## config.mk

```make
export PLATFORM = sky130hd
export DESIGN_NAME = nand_cmd_front
export DESIGN_NICKNAME = d
export VERILOG_FILES = /design/src/rtl/nfront_pkg.sv /design/src/rtl/nfront_ctrl.sv /design/src/rtl/nfront_dp.sv /design/src/rtl/nand_cmd_front.sv
export SDC_FILE = /design/constraint.sdc
export NUM_CORES = 1
export LEC_CHECK = 0
export CAP_MARGIN = 20
export CORE_ASPECT_RATIO = 0.5
export CORE_MARGIN = 2
export CORE_UTILIZATION = 40
export DETAILED_ROUTE_END_ITERATION = 8
export GPL_TIMING_DRIVEN = 0
export PLACE_DENSITY_LB_ADDON = 0.08
export SYNTH_ARGS = -nofsm -noshare
export SYNTH_HDL_FRONTEND = slang
export SYNTH_SLANG_ARGS = --single-unit
```

## constraint.sdc

```tcl
create_clock -name clk -period 7.4 [get_ports clk]
set_input_delay 1.85 -clock clk [delete_from_list [all_inputs] [get_ports clk]]
set_output_delay 1.85 -clock clk [all_outputs]
set_load 0.1 [all_outputs]
```

## src/rtl/nfront_pkg.sv

```systemverilog
package nfront_pkg;

  localparam logic [7:0] CMD_LOAD1   = 8'h00;
  localparam logic [7:0] CMD_LOAD2   = 8'h35;
  localparam logic [7:0] CMD_ERASE1  = 8'h60;
  localparam logic [7:0] CMD_ERASE2  = 8'hD0;
  localparam logic [7:0] CMD_CBPROG1 = 8'h85;
  localparam logic [7:0] CMD_CBPROG2 = 8'h10;
  localparam logic [7:0] CMD_STATUS  = 8'h70;
  localparam logic [7:0] CMD_RESET   = 8'hFF;

  typedef enum logic [2:0] {
    ST_IDLE, ST_ERASE, ST_LOAD, ST_CBACK, ST_BUSY
  } ctlState_t;

  typedef enum logic [1:0] {
    OP_ERASE, OP_LOAD, OP_PROG, OP_RST
  } opKind_t;

  typedef struct packed {
    logic       captAddr;
    logic [1:0] addrSlot;
    logic       captData;
    logic       doLoad;
    logic       doProg;
    logic       doErase;
    logic       doReset;
    logic       rdAdvance;
  } ctlStrobes_t;

endpackage

```

## src/rtl/nfront_ctrl.sv

```systemverilog
module nfront_ctrl
  import nfront_pkg::*;
#(
  parameter int ERASE_CYCLES = 40,
  parameter int PROG_CYCLES  = 25,
  parameter int LOAD_CYCLES  = 10,
  parameter int RESET_CYCLES = 4
) (
  input  logic        clk,
  input  logic        rst_n,
  input  logic        cmdLatchEn,
  input  logic        addrLatchEn,
  input  logic        wrEnN,
  input  logic        rdEnN,
  input  logic [7:0]  busIn,
  output ctlStrobes_t stb,
  output logic        busy,
  output logic        statusMode
);

  localparam int MAX_EP  = (ERASE_CYCLES > PROG_CYCLES) ? ERASE_CYCLES : PROG_CYCLES;
  localparam int MAX_LR  = (LOAD_CYCLES > RESET_CYCLES) ? LOAD_CYCLES : RESET_CYCLES;
  localparam int MAX_DUR = (MAX_EP > MAX_LR) ? MAX_EP : MAX_LR;
  localparam int CNT_W   = $clog2(MAX_DUR + 1);
  localparam logic [CNT_W-1:0] ERASE_LOAD = CNT_W'(ERASE_CYCLES - 1);
  localparam logic [CNT_W-1:0] PROG_LOAD  = CNT_W'(PROG_CYCLES - 1);
  localparam logic [CNT_W-1:0] READ_LOAD  = CNT_W'(LOAD_CYCLES - 1);
  localparam logic [CNT_W-1:0] RST_LOAD   = CNT_W'(RESET_CYCLES - 1);

  logic weQ, reQ;
  logic weRise, reRise, cmdStb, addrStb, dataStb;

  ctlState_t        state, nxtState;
  opKind_t          opKind, nxtOp;
  logic [CNT_W-1:0] cycLeft, nxtCyc;
  logic [2:0]       addrCnt, nxtCnt, addrLimit;
  logic             bufLoaded, nxtLoaded, nxtMode;

  always_ff @(posedge clk) begin
    if (!rst_n) begin
      weQ <= 1'b1;
      reQ <= 1'b1;
    end else begin
      weQ <= wrEnN;
      reQ <= rdEnN;
    end
  end

  assign weRise  = wrEnN & ~weQ;
  assign reRise  = rdEnN & ~reQ;
  assign cmdStb  = weRise & cmdLatchEn & ~addrLatchEn;
  assign addrStb = weRise & addrLatchEn & ~cmdLatchEn;
  assign dataStb = weRise & ~cmdLatchEn & ~addrLatchEn;
  assign busy    = (state == ST_BUSY);

  always_comb begin
    nxtState  = state;
    nxtOp     = opKind;
    nxtCyc    = cycLeft;
    nxtCnt    = addrCnt;
    nxtLoaded = bufLoaded;
    nxtMode   = statusMode;
    stb       = '0;
    addrLimit = (state == ST_ERASE) ? 3'd2 : 3'd4;

    if (state == ST_BUSY) begin
      if (cmdStb && busIn == CMD_RESET) begin
        nxtOp     = OP_RST;
        nxtCyc    = RST_LOAD;
        nxtLoaded = 1'b0;
      end else begin
        if (cmdStb && busIn == CMD_STATUS) nxtMode = 1'b1;
        if (cycLeft == '0) begin
          nxtState = ST_IDLE;
          unique case (opKind)
            OP_ERASE: stb.doErase = 1'b1;
            OP_LOAD: begin
              stb.doLoad = 1'b1;
              nxtLoaded  = 1'b1;
              nxtMode    = 1'b0;
            end
            OP_PROG:  stb.doProg = 1'b1;
            OP_RST: begin
              stb.doReset = 1'b1;
              nxtMode     = 1'b1;
            end
          endcase
        end else begin
          nxtCyc = cycLeft - 1'b1;
        end
      end
    end else begin
      if (cmdStb) begin
        nxtCnt = '0;
        case (busIn)
          CMD_RESET: begin
            nxtState  = ST_BUSY;
            nxtOp     = OP_RST;
            nxtCyc    = RST_LOAD;
            nxtLoaded = 1'b0;
          end
          CMD_STATUS: begin
            nxtMode = 1'b1;
            nxtCnt  = addrCnt;
          end
          CMD_ERASE1:  nxtState = ST_ERASE;
          CMD_LOAD1:   nxtState = ST_LOAD;
          CMD_CBPROG1: nxtState = bufLoaded ? ST_CBACK : ST_IDLE;
          CMD_ERASE2: begin
            if (state == ST_ERASE && addrCnt == 3'd2) begin
              nxtState = ST_BUSY;
              nxtOp    = OP_ERASE;
              nxtCyc   = ERASE_LOAD;
            end else nxtState = ST_IDLE;
          end
          CMD_LOAD2: begin
            if (state == ST_LOAD && addrCnt == 3'd4) begin
              nxtState = ST_BUSY;
              nxtOp    = OP_LOAD;
              nxtCyc   = READ_LOAD;
            end else nxtState = ST_IDLE;
          end
          CMD_CBPROG2: begin
            if (state == ST_CBACK && addrCnt == 3'd4) begin
              nxtState = ST_BUSY;
              nxtOp    = OP_PROG;
              nxtCyc   = PROG_LOAD;
            end else nxtState = ST_IDLE;
          end
          default: nxtState = ST_IDLE;
        endcase
      end else if (addrStb && state != ST_IDLE) begin
        if (addrCnt < addrLimit) begin
          stb.captAddr = 1'b1;
          stb.addrSlot = (state == ST_ERASE) ? addrCnt[1:0] + 2'd2 : addrCnt[1:0];
        end
        if (addrCnt != 3'd7) nxtCnt = addrCnt + 3'd1;
      end else if (dataStb && state == ST_CBACK && addrCnt == 3'd4) begin
        stb.captData = 1'b1;
      end
      if (reRise && !statusMode) stb.rdAdvance = 1'b1;
    end
  end

  always_ff @(posedge clk) begin
    if (!rst_n) begin
      state      <= ST_IDLE;
      opKind     <= OP_RST;
      cycLeft    <= '0;
      addrCnt    <= '0;
      bufLoaded  <= 1'b0;
      statusMode <= 1'b1;
    end else begin
      state      <= nxtState;
      opKind     <= nxtOp;
      cycLeft    <= nxtCyc;
      addrCnt    <= nxtCnt;
      bufLoaded  <= nxtLoaded;
      statusMode <= nxtMode;
    end
  end

  // a reset byte always lands in a reset busy period
  a_r11_reset_wins: assert property (@(posedge clk) disable iff (!rst_n)
    (cmdStb && busIn == CMD_RESET) |=> (busy && opKind == OP_RST));

  // other commands during busy neither end nor change the operation
  a_r5_busy_discards: assert property (@(posedge clk) disable iff (!rst_n)
    (busy && cycLeft != '0 && cmdStb && busIn != CMD_RESET) |=> (busy && $stable(opKind)));

  // an erase busy period only follows exactly two address cycles
  a_r3_erase_two_addr: assert property (@(posedge clk) disable iff (!rst_n)
    ($rose(busy) && opKind == OP_ERASE) |-> ($past(addrCnt) == 3'd2 && $past(state) == ST_ERASE));

  // array-changing commits only happen at the end of a busy period
  a_r7_commit_in_busy: assert property (@(posedge clk) disable iff (!rst_n)
    (stb.doProg || stb.doErase || stb.doLoad) |-> busy);

endmodule

```

## src/rtl/nfront_dp.sv

```systemverilog
module nfront_dp
  import nfront_pkg::*;
#(
  parameter int COL_BITS   = 3,
  parameter int PAGE_BITS  = 2,
  parameter int BLOCK_BITS = 2
) (
  input  logic        clk,
  input  logic        rst_n,
  input  ctlStrobes_t stb,
  input  logic [7:0]  busIn,
  input  logic        busy,
  input  logic        statusMode,
  output logic [7:0]  busOut
);

  localparam int PAGE_BYTES = 1 << COL_BITS;
  localparam int ROW_BITS   = PAGE_BITS + BLOCK_BITS;
  localparam int NUM_PAGES  = 1 << ROW_BITS;

  logic [7:0]          addrReg [4];
  logic [COL_BITS-1:0] colPtr;
  logic [7:0]          pageBuf [PAGE_BYTES];
  logic [7:0]          pageMem [NUM_PAGES][PAGE_BYTES];
  logic [NUM_PAGES-1:0] blank;
  logic                srcParity, failBit;

  logic [15:0]           rowAddr;
  logic [ROW_BITS-1:0]   tgtPage;
  logic [BLOCK_BITS-1:0] tgtBlock;
  logic                  parityOk;
  logic [7:0]            statusByte;

  assign rowAddr  = {addrReg[3], addrReg[2]};
  assign tgtPage  = rowAddr[ROW_BITS-1:0];
  assign tgtBlock = rowAddr[ROW_BITS-1:PAGE_BITS];
  assign parityOk = (srcParity == rowAddr[0]);

  always_ff @(posedge clk) begin
    if (!rst_n) begin
      for (int i = 0; i < 4; i++) addrReg[i] <= '0;
      for (int i = 0; i < PAGE_BYTES; i++) pageBuf[i] <= 8'hFF;
      colPtr    <= '0;
      srcParity <= 1'b0;
      failBit   <= 1'b0;
    end else begin
      if (stb.captAddr) begin
        addrReg[stb.addrSlot] <= busIn;
        if (stb.addrSlot == 2'd0) colPtr <= busIn[COL_BITS-1:0];
      end
      if (stb.captData) begin
        pageBuf[colPtr] <= busIn;
        colPtr          <= colPtr + 1'b1;
      end
      if (stb.rdAdvance) colPtr <= colPtr + 1'b1;
      if (stb.doLoad) begin
        for (int i = 0; i < PAGE_BYTES; i++)
          pageBuf[i] <= blank[tgtPage] ? 8'hFF : pageMem[tgtPage][i];
        srcParity <= rowAddr[0];
      end
      if (stb.doProg)  failBit <= ~parityOk;
      if (stb.doErase) failBit <= 1'b0;
      if (stb.doReset) failBit <= 1'b0;
    end
  end

  always_ff @(posedge clk) begin
    if (stb.doProg && parityOk)
      for (int i = 0; i < PAGE_BYTES; i++) pageMem[tgtPage][i] <= pageBuf[i];
  end

  for (genvar p = 0; p < NUM_PAGES; p++) begin : g_blank
    localparam logic [BLOCK_BITS-1:0] MY_BLOCK = BLOCK_BITS'(p >> PAGE_BITS);
    always_ff @(posedge clk) begin
      if (!rst_n) blank[p] <= 1'b1;
      else if (stb.doErase && tgtBlock == MY_BLOCK) blank[p] <= 1'b1;
      else if (stb.doProg && parityOk && tgtPage == ROW_BITS'(p)) blank[p] <= 1'b0;
    end
  end

  assign statusByte = {1'b1, ~busy, ~busy, 4'b0000, failBit};
  assign busOut     = statusMode ? statusByte : pageBuf[colPtr];

  // mismatched parity copy-back always reports fail
  a_r9_parity_fail: assert property (@(posedge clk) disable iff (!rst_n)
    (stb.doProg && !parityOk) |=> failBit);

  // mismatched parity copy-back leaves the blank flags alone
  a_r9_target_kept: assert property (@(posedge clk) disable iff (!rst_n)
    (stb.doProg && !parityOk) |=> $stable(blank));

  // a completed erase reports pass
  a_r2_erase_pass: assert property (@(posedge clk) disable iff (!rst_n)
    stb.doErase |=> !failBit);

  // at most one commit per cycle
  a_r4_one_commit: assert property (@(posedge clk) disable iff (!rst_n)
    $onehot0({stb.doLoad, stb.doProg, stb.doErase, stb.doReset}));

endmodule

```

## src/rtl/nand_cmd_front.sv

```systemverilog
module nand_cmd_front
  import nfront_pkg::*;
#(
  parameter int COL_BITS     = 3,
  parameter int PAGE_BITS    = 2,
  parameter int BLOCK_BITS   = 2,
  parameter int ERASE_CYCLES = 40,
  parameter int PROG_CYCLES  = 25,
  parameter int LOAD_CYCLES  = 10,
  parameter int RESET_CYCLES = 4
) (
  input  logic       clk,
  input  logic       rst_n,
  input  logic       cmdLatchEn,
  input  logic       addrLatchEn,
  input  logic       wrEnN,
  input  logic       rdEnN,
  input  logic [7:0] ioIn,
  output logic [7:0] ioOut,
  output logic       ioOe,
  output logic       rdyBsyN
);

  ctlStrobes_t ctlStb;
  logic        busy, statusMode;

  nfront_ctrl #(
    .ERASE_CYCLES(ERASE_CYCLES), .PROG_CYCLES(PROG_CYCLES),
    .LOAD_CYCLES(LOAD_CYCLES), .RESET_CYCLES(RESET_CYCLES)
  ) u_ctrl (
    .clk(clk), .rst_n(rst_n), .cmdLatchEn(cmdLatchEn), .addrLatchEn(addrLatchEn),
    .wrEnN(wrEnN), .rdEnN(rdEnN), .busIn(ioIn),
    .stb(ctlStb), .busy(busy), .statusMode(statusMode)
  );

  nfront_dp #(
    .COL_BITS(COL_BITS), .PAGE_BITS(PAGE_BITS), .BLOCK_BITS(BLOCK_BITS)
  ) u_dp (
    .clk(clk), .rst_n(rst_n), .stb(ctlStb), .busIn(ioIn),
    .busy(busy), .statusMode(statusMode), .busOut(ioOut)
  );

  assign ioOe    = ~rdEnN;
  assign rdyBsyN = ~busy;

endmodule

```

==> flow_summary.toml <==
[critical_path]
worstSetupPathType = "flop to output port"
critPathLaunchType = "flop"
required_time_at_the_endpoint_of_the_critical_path_ns = 5.55
critical_path_end_type = "output port"
cp_data_arrival_time_ns = 4.42
crit_path_max_fanout = 10

[grt]
grt_antenna_before_repair = 18
globalRouteTotalUtil_pct = 22.22
global_route_wire_length_before_repair_um = 173000
gr-total-overflow = 0
first_global_vias = 22040
grt_start_max_net_pins = 21

[clock_network]
cts_post_setup_buffers_inserted = 0
worst_setup_hold_path_clk_slew_ns = 0.07
htree_levels = 3
cts_tree = "yes"
cts_buffers = 103
worst_skew_pair.late_latency_ns = 0.72
cts-hold-fix-buffers = 0
clk_path_buf_depth = 3
cts.root.buffer_cell = "sky130_fd_sc_hd__clkbuf_16"
clock-sinks = 1134
cts.repair.resized = 0

[yosys]
synth_edf_count = 1092
synthesis.area_per_instance_um2 = 22.35
share_of_async_settable_or_async_resettable_flops_after_synthesis_pct = 0
post_synth_num_cell_types = 66
synth_cells = 1971
dominantRegCellSynth = "sky130_fd_sc_hd__edfxtp_1"
yosysSeqAreaShare_pct = 76.36
yosys_register_bits = 1134
synth.net_count = 1992
syn-cell-area_um2 = 44040
synth-warning-count = 0

[timing]
slew_headroom_pct = 18.68
timing.setup.tns_ns = 0
slew_viol_final = 0
setup_ws_ns = 1.131
min_clock_period_post_route_ns = 6.269
setup_viol = 0
achievable-frequency_mhz = 159.5
timing_hold_violations_final = 0
rsz0062_at_grt = "no"
max_slew.worst_pin.slew_ns = 1.220
layout_worst_path_cycle_share_pct = 84.71
fin_worst_skew_ns = 0.02951

[die]
core.rowCount = 86
die_width_um = 473.3
die_height_um = 238.6
design.core.area_um2 = 109600
die_area_um2 = 112900
start_util_pct = 40.17
io_pins = 24

[flow_run]
timing.max_cap.violations = 0

[routing]
postRouteAntennaNets = 0
routed_wirelength_um = 123600
number_of_search_and_repair_iterations_in_the_first_detailed_routing_pass = 5
routed_via_density = 5.895
routedWlPerCell_um = 33.28
dr.first_iter.drc_count = 3158
remaining_design_rule_violation_count = 0
vias = 21890

[finish]
layout_commonest_cell = "sky130_fd_sc_hd__edfxtp_1"
nNetsFinal = 2195
multi_input_comb_area_um2 = 10020
layout_common_cells = "sky130_fd_sc_hd__edfxtp_1 (1092), sky130_fd_sc_hd__mux4_2 (325), sky130_fd_sc_hd__clkbuf_16 (104)"
share_of_post_route_cells_with_drive_strength_above_1_pct = 27.33
num-fill-cells = 9052
finalNonFillerCells = 3714
syn2layout_area_growth_pct = 16.19
seq_area_um2 = 33630

[power_and_ir_drop]
power_per_cell_area_nw_per_um2 = 246.3
ir_worst_vdd_mv = 0.1902
p_total_uw = 12600
p_leak_uw = 0.01508

[run_status]
outcome = "complete, no violations"

[placed_design]
detailedPlace.worstSlack_ns = 1.724
gp_congestion = 0.8044
hpwl_um = 79170
post-place-cells = 3518
portBuffers = 22

[min_path]
holdCritPathClass = "flop to flop"
==> state kept, by name, summed over array words and instances (netlist names), 3 cells and up, named ones only <==
| signal | flops |
|---|---|
| u_ctrl.addrCnt | 3 |
| u_ctrl.cycLeft | 6 |
| u_dp.pageMem | 1024 |
| u_dp.addrReg | 4 |
| u_ctrl.state | 3 |
| u_dp.blank | 16 |
| u_dp.colPtr | 3 |
| u_dp.pageBuf | 64 |
==> power breakdown <==
group | leakage (µW) | internal, µW | total (µW) | switching, µW
clock network | 0.00162 | 2940 | 5340 | 2410
logic | 0.00373 | 138 | 331 | 193
registers | 0.00973 | 6930 | 6930 | 0.497
==> logic make-up after synthesis <==
family | count (synthesis) | synth area share, %
DFF | 1134 | 76.36
buffers and inverters | 124 | 1.196
and+or+nand+nor | 185 | 2.222
adders and majority gates | 7 | 0.1988
AOI/OAI and AO/OA | 184 | 3.142
muxes | 334 | 16.82
xor gates and xnor gates | 3 | 0.05967
==> final timing paths <==
path / slack [ns] / start / depth (start not counted) / to
hold reg to reg: 0.47 / u_dp.blank[4] / 2 / u_dp.blank[4]
setup / recovery: 1.13 / flop / 6 / ioOut[4]
setup reg to reg: 2.51 / u_dp.addrReg[2][1] / 9 / u_dp.pageMem[11][42]
hold / removal: 0.47 / u_dp.blank[4] / 2 / u_dp.blank[4]
==> worst max-delay path: stages (launching register included) <==
cell	delay, ns
sky130_fd_sc_hd__dfxtp_1	0.30
sky130_fd_sc_hd__clkbuf_1	0.56
sky130_fd_sc_hd__clkbuf_1	0.78
sky130_fd_sc_hd__mux4_2	0.44
sky130_fd_sc_hd__mux2i_1	0.10
sky130_fd_sc_hd__nor2_1	0.30
sky130_fd_sc_hd__clkdlybuf4s50_1	1.20
==> cell usage after synthesis, types with 14 or more instances <==
library cell / number / share of area, %
sky130_fd_sc_hd__a21oi_1: 18 / 0.20
sky130_fd_sc_hd__a22oi_1: 32 / 0.55
sky130_fd_sc_hd__buf_2: 33 / 0.37
sky130_fd_sc_hd__clkbuf_1: 61 / 0.52
sky130_fd_sc_hd__dfxtp_1: 42 / 1.9
sky130_fd_sc_hd__edfxtp_1: 1092 / 74
sky130_fd_sc_hd__inv_1: 14 / 0.12
sky130_fd_sc_hd__mux4_2: 325 / 17
sky130_fd_sc_hd__nand2_1: 44 / 0.37
sky130_fd_sc_hd__nand2b_1: 16 / 0.23
sky130_fd_sc_hd__nand3_1: 24 / 0.27
sky130_fd_sc_hd__nor2_1: 38 / 0.32
sky130_fd_sc_hd__o21ai_0: 28 / 0.32
sky130_fd_sc_hd__o22a_1: 64 / 1.3
==> per-layer routing <==
| layer | vias to the layer above | routed length [µm] | track usage [%] |
|---|---|---|---|
| li1 | 8864 | - | - |
| met1 | 11960 | 55330 | 33.94 |
| met2 | 929 | 55060 | 32.85 |
| met3 | 143 | 10970 | 4.872 |
| met4 | 0 | 2265 | 4.531 |
| met5 | - | 0 | 0 |
==> metrics by stage <==
| stage | utilization (%) | area [µm²] | hold slack [ns] |
|---|---|---|---|
| 2_1_floorplan | - | 44060 | 0.4362 |
| 3_3_place_gp | 42.05 | 46100 | 0.4536 |
| 3_5_place_dp | 43.62 | 47830 | 0.4601 |
| 4_1_cts | 46.63 | 51130 | 0.4668 |
| 5_1_grt | 46.67 | 51180 | 0.4883 |
| 6_report | 46.67 | 51180 | 0.4686 |
==> area by class of cell <==
cell class,instances,share of cell area (%)
antenna,1,0.004890
buffer,108,0.9266
clock buffer,128,5.261
clock inverter,64,1.188
inverter,16,0.1174
multi-input combinational,713,19.58
sequential,1134,65.72
tap,1452,3.550
timing repair buffer,98,3.650
(Power assumes the default switching activity.)
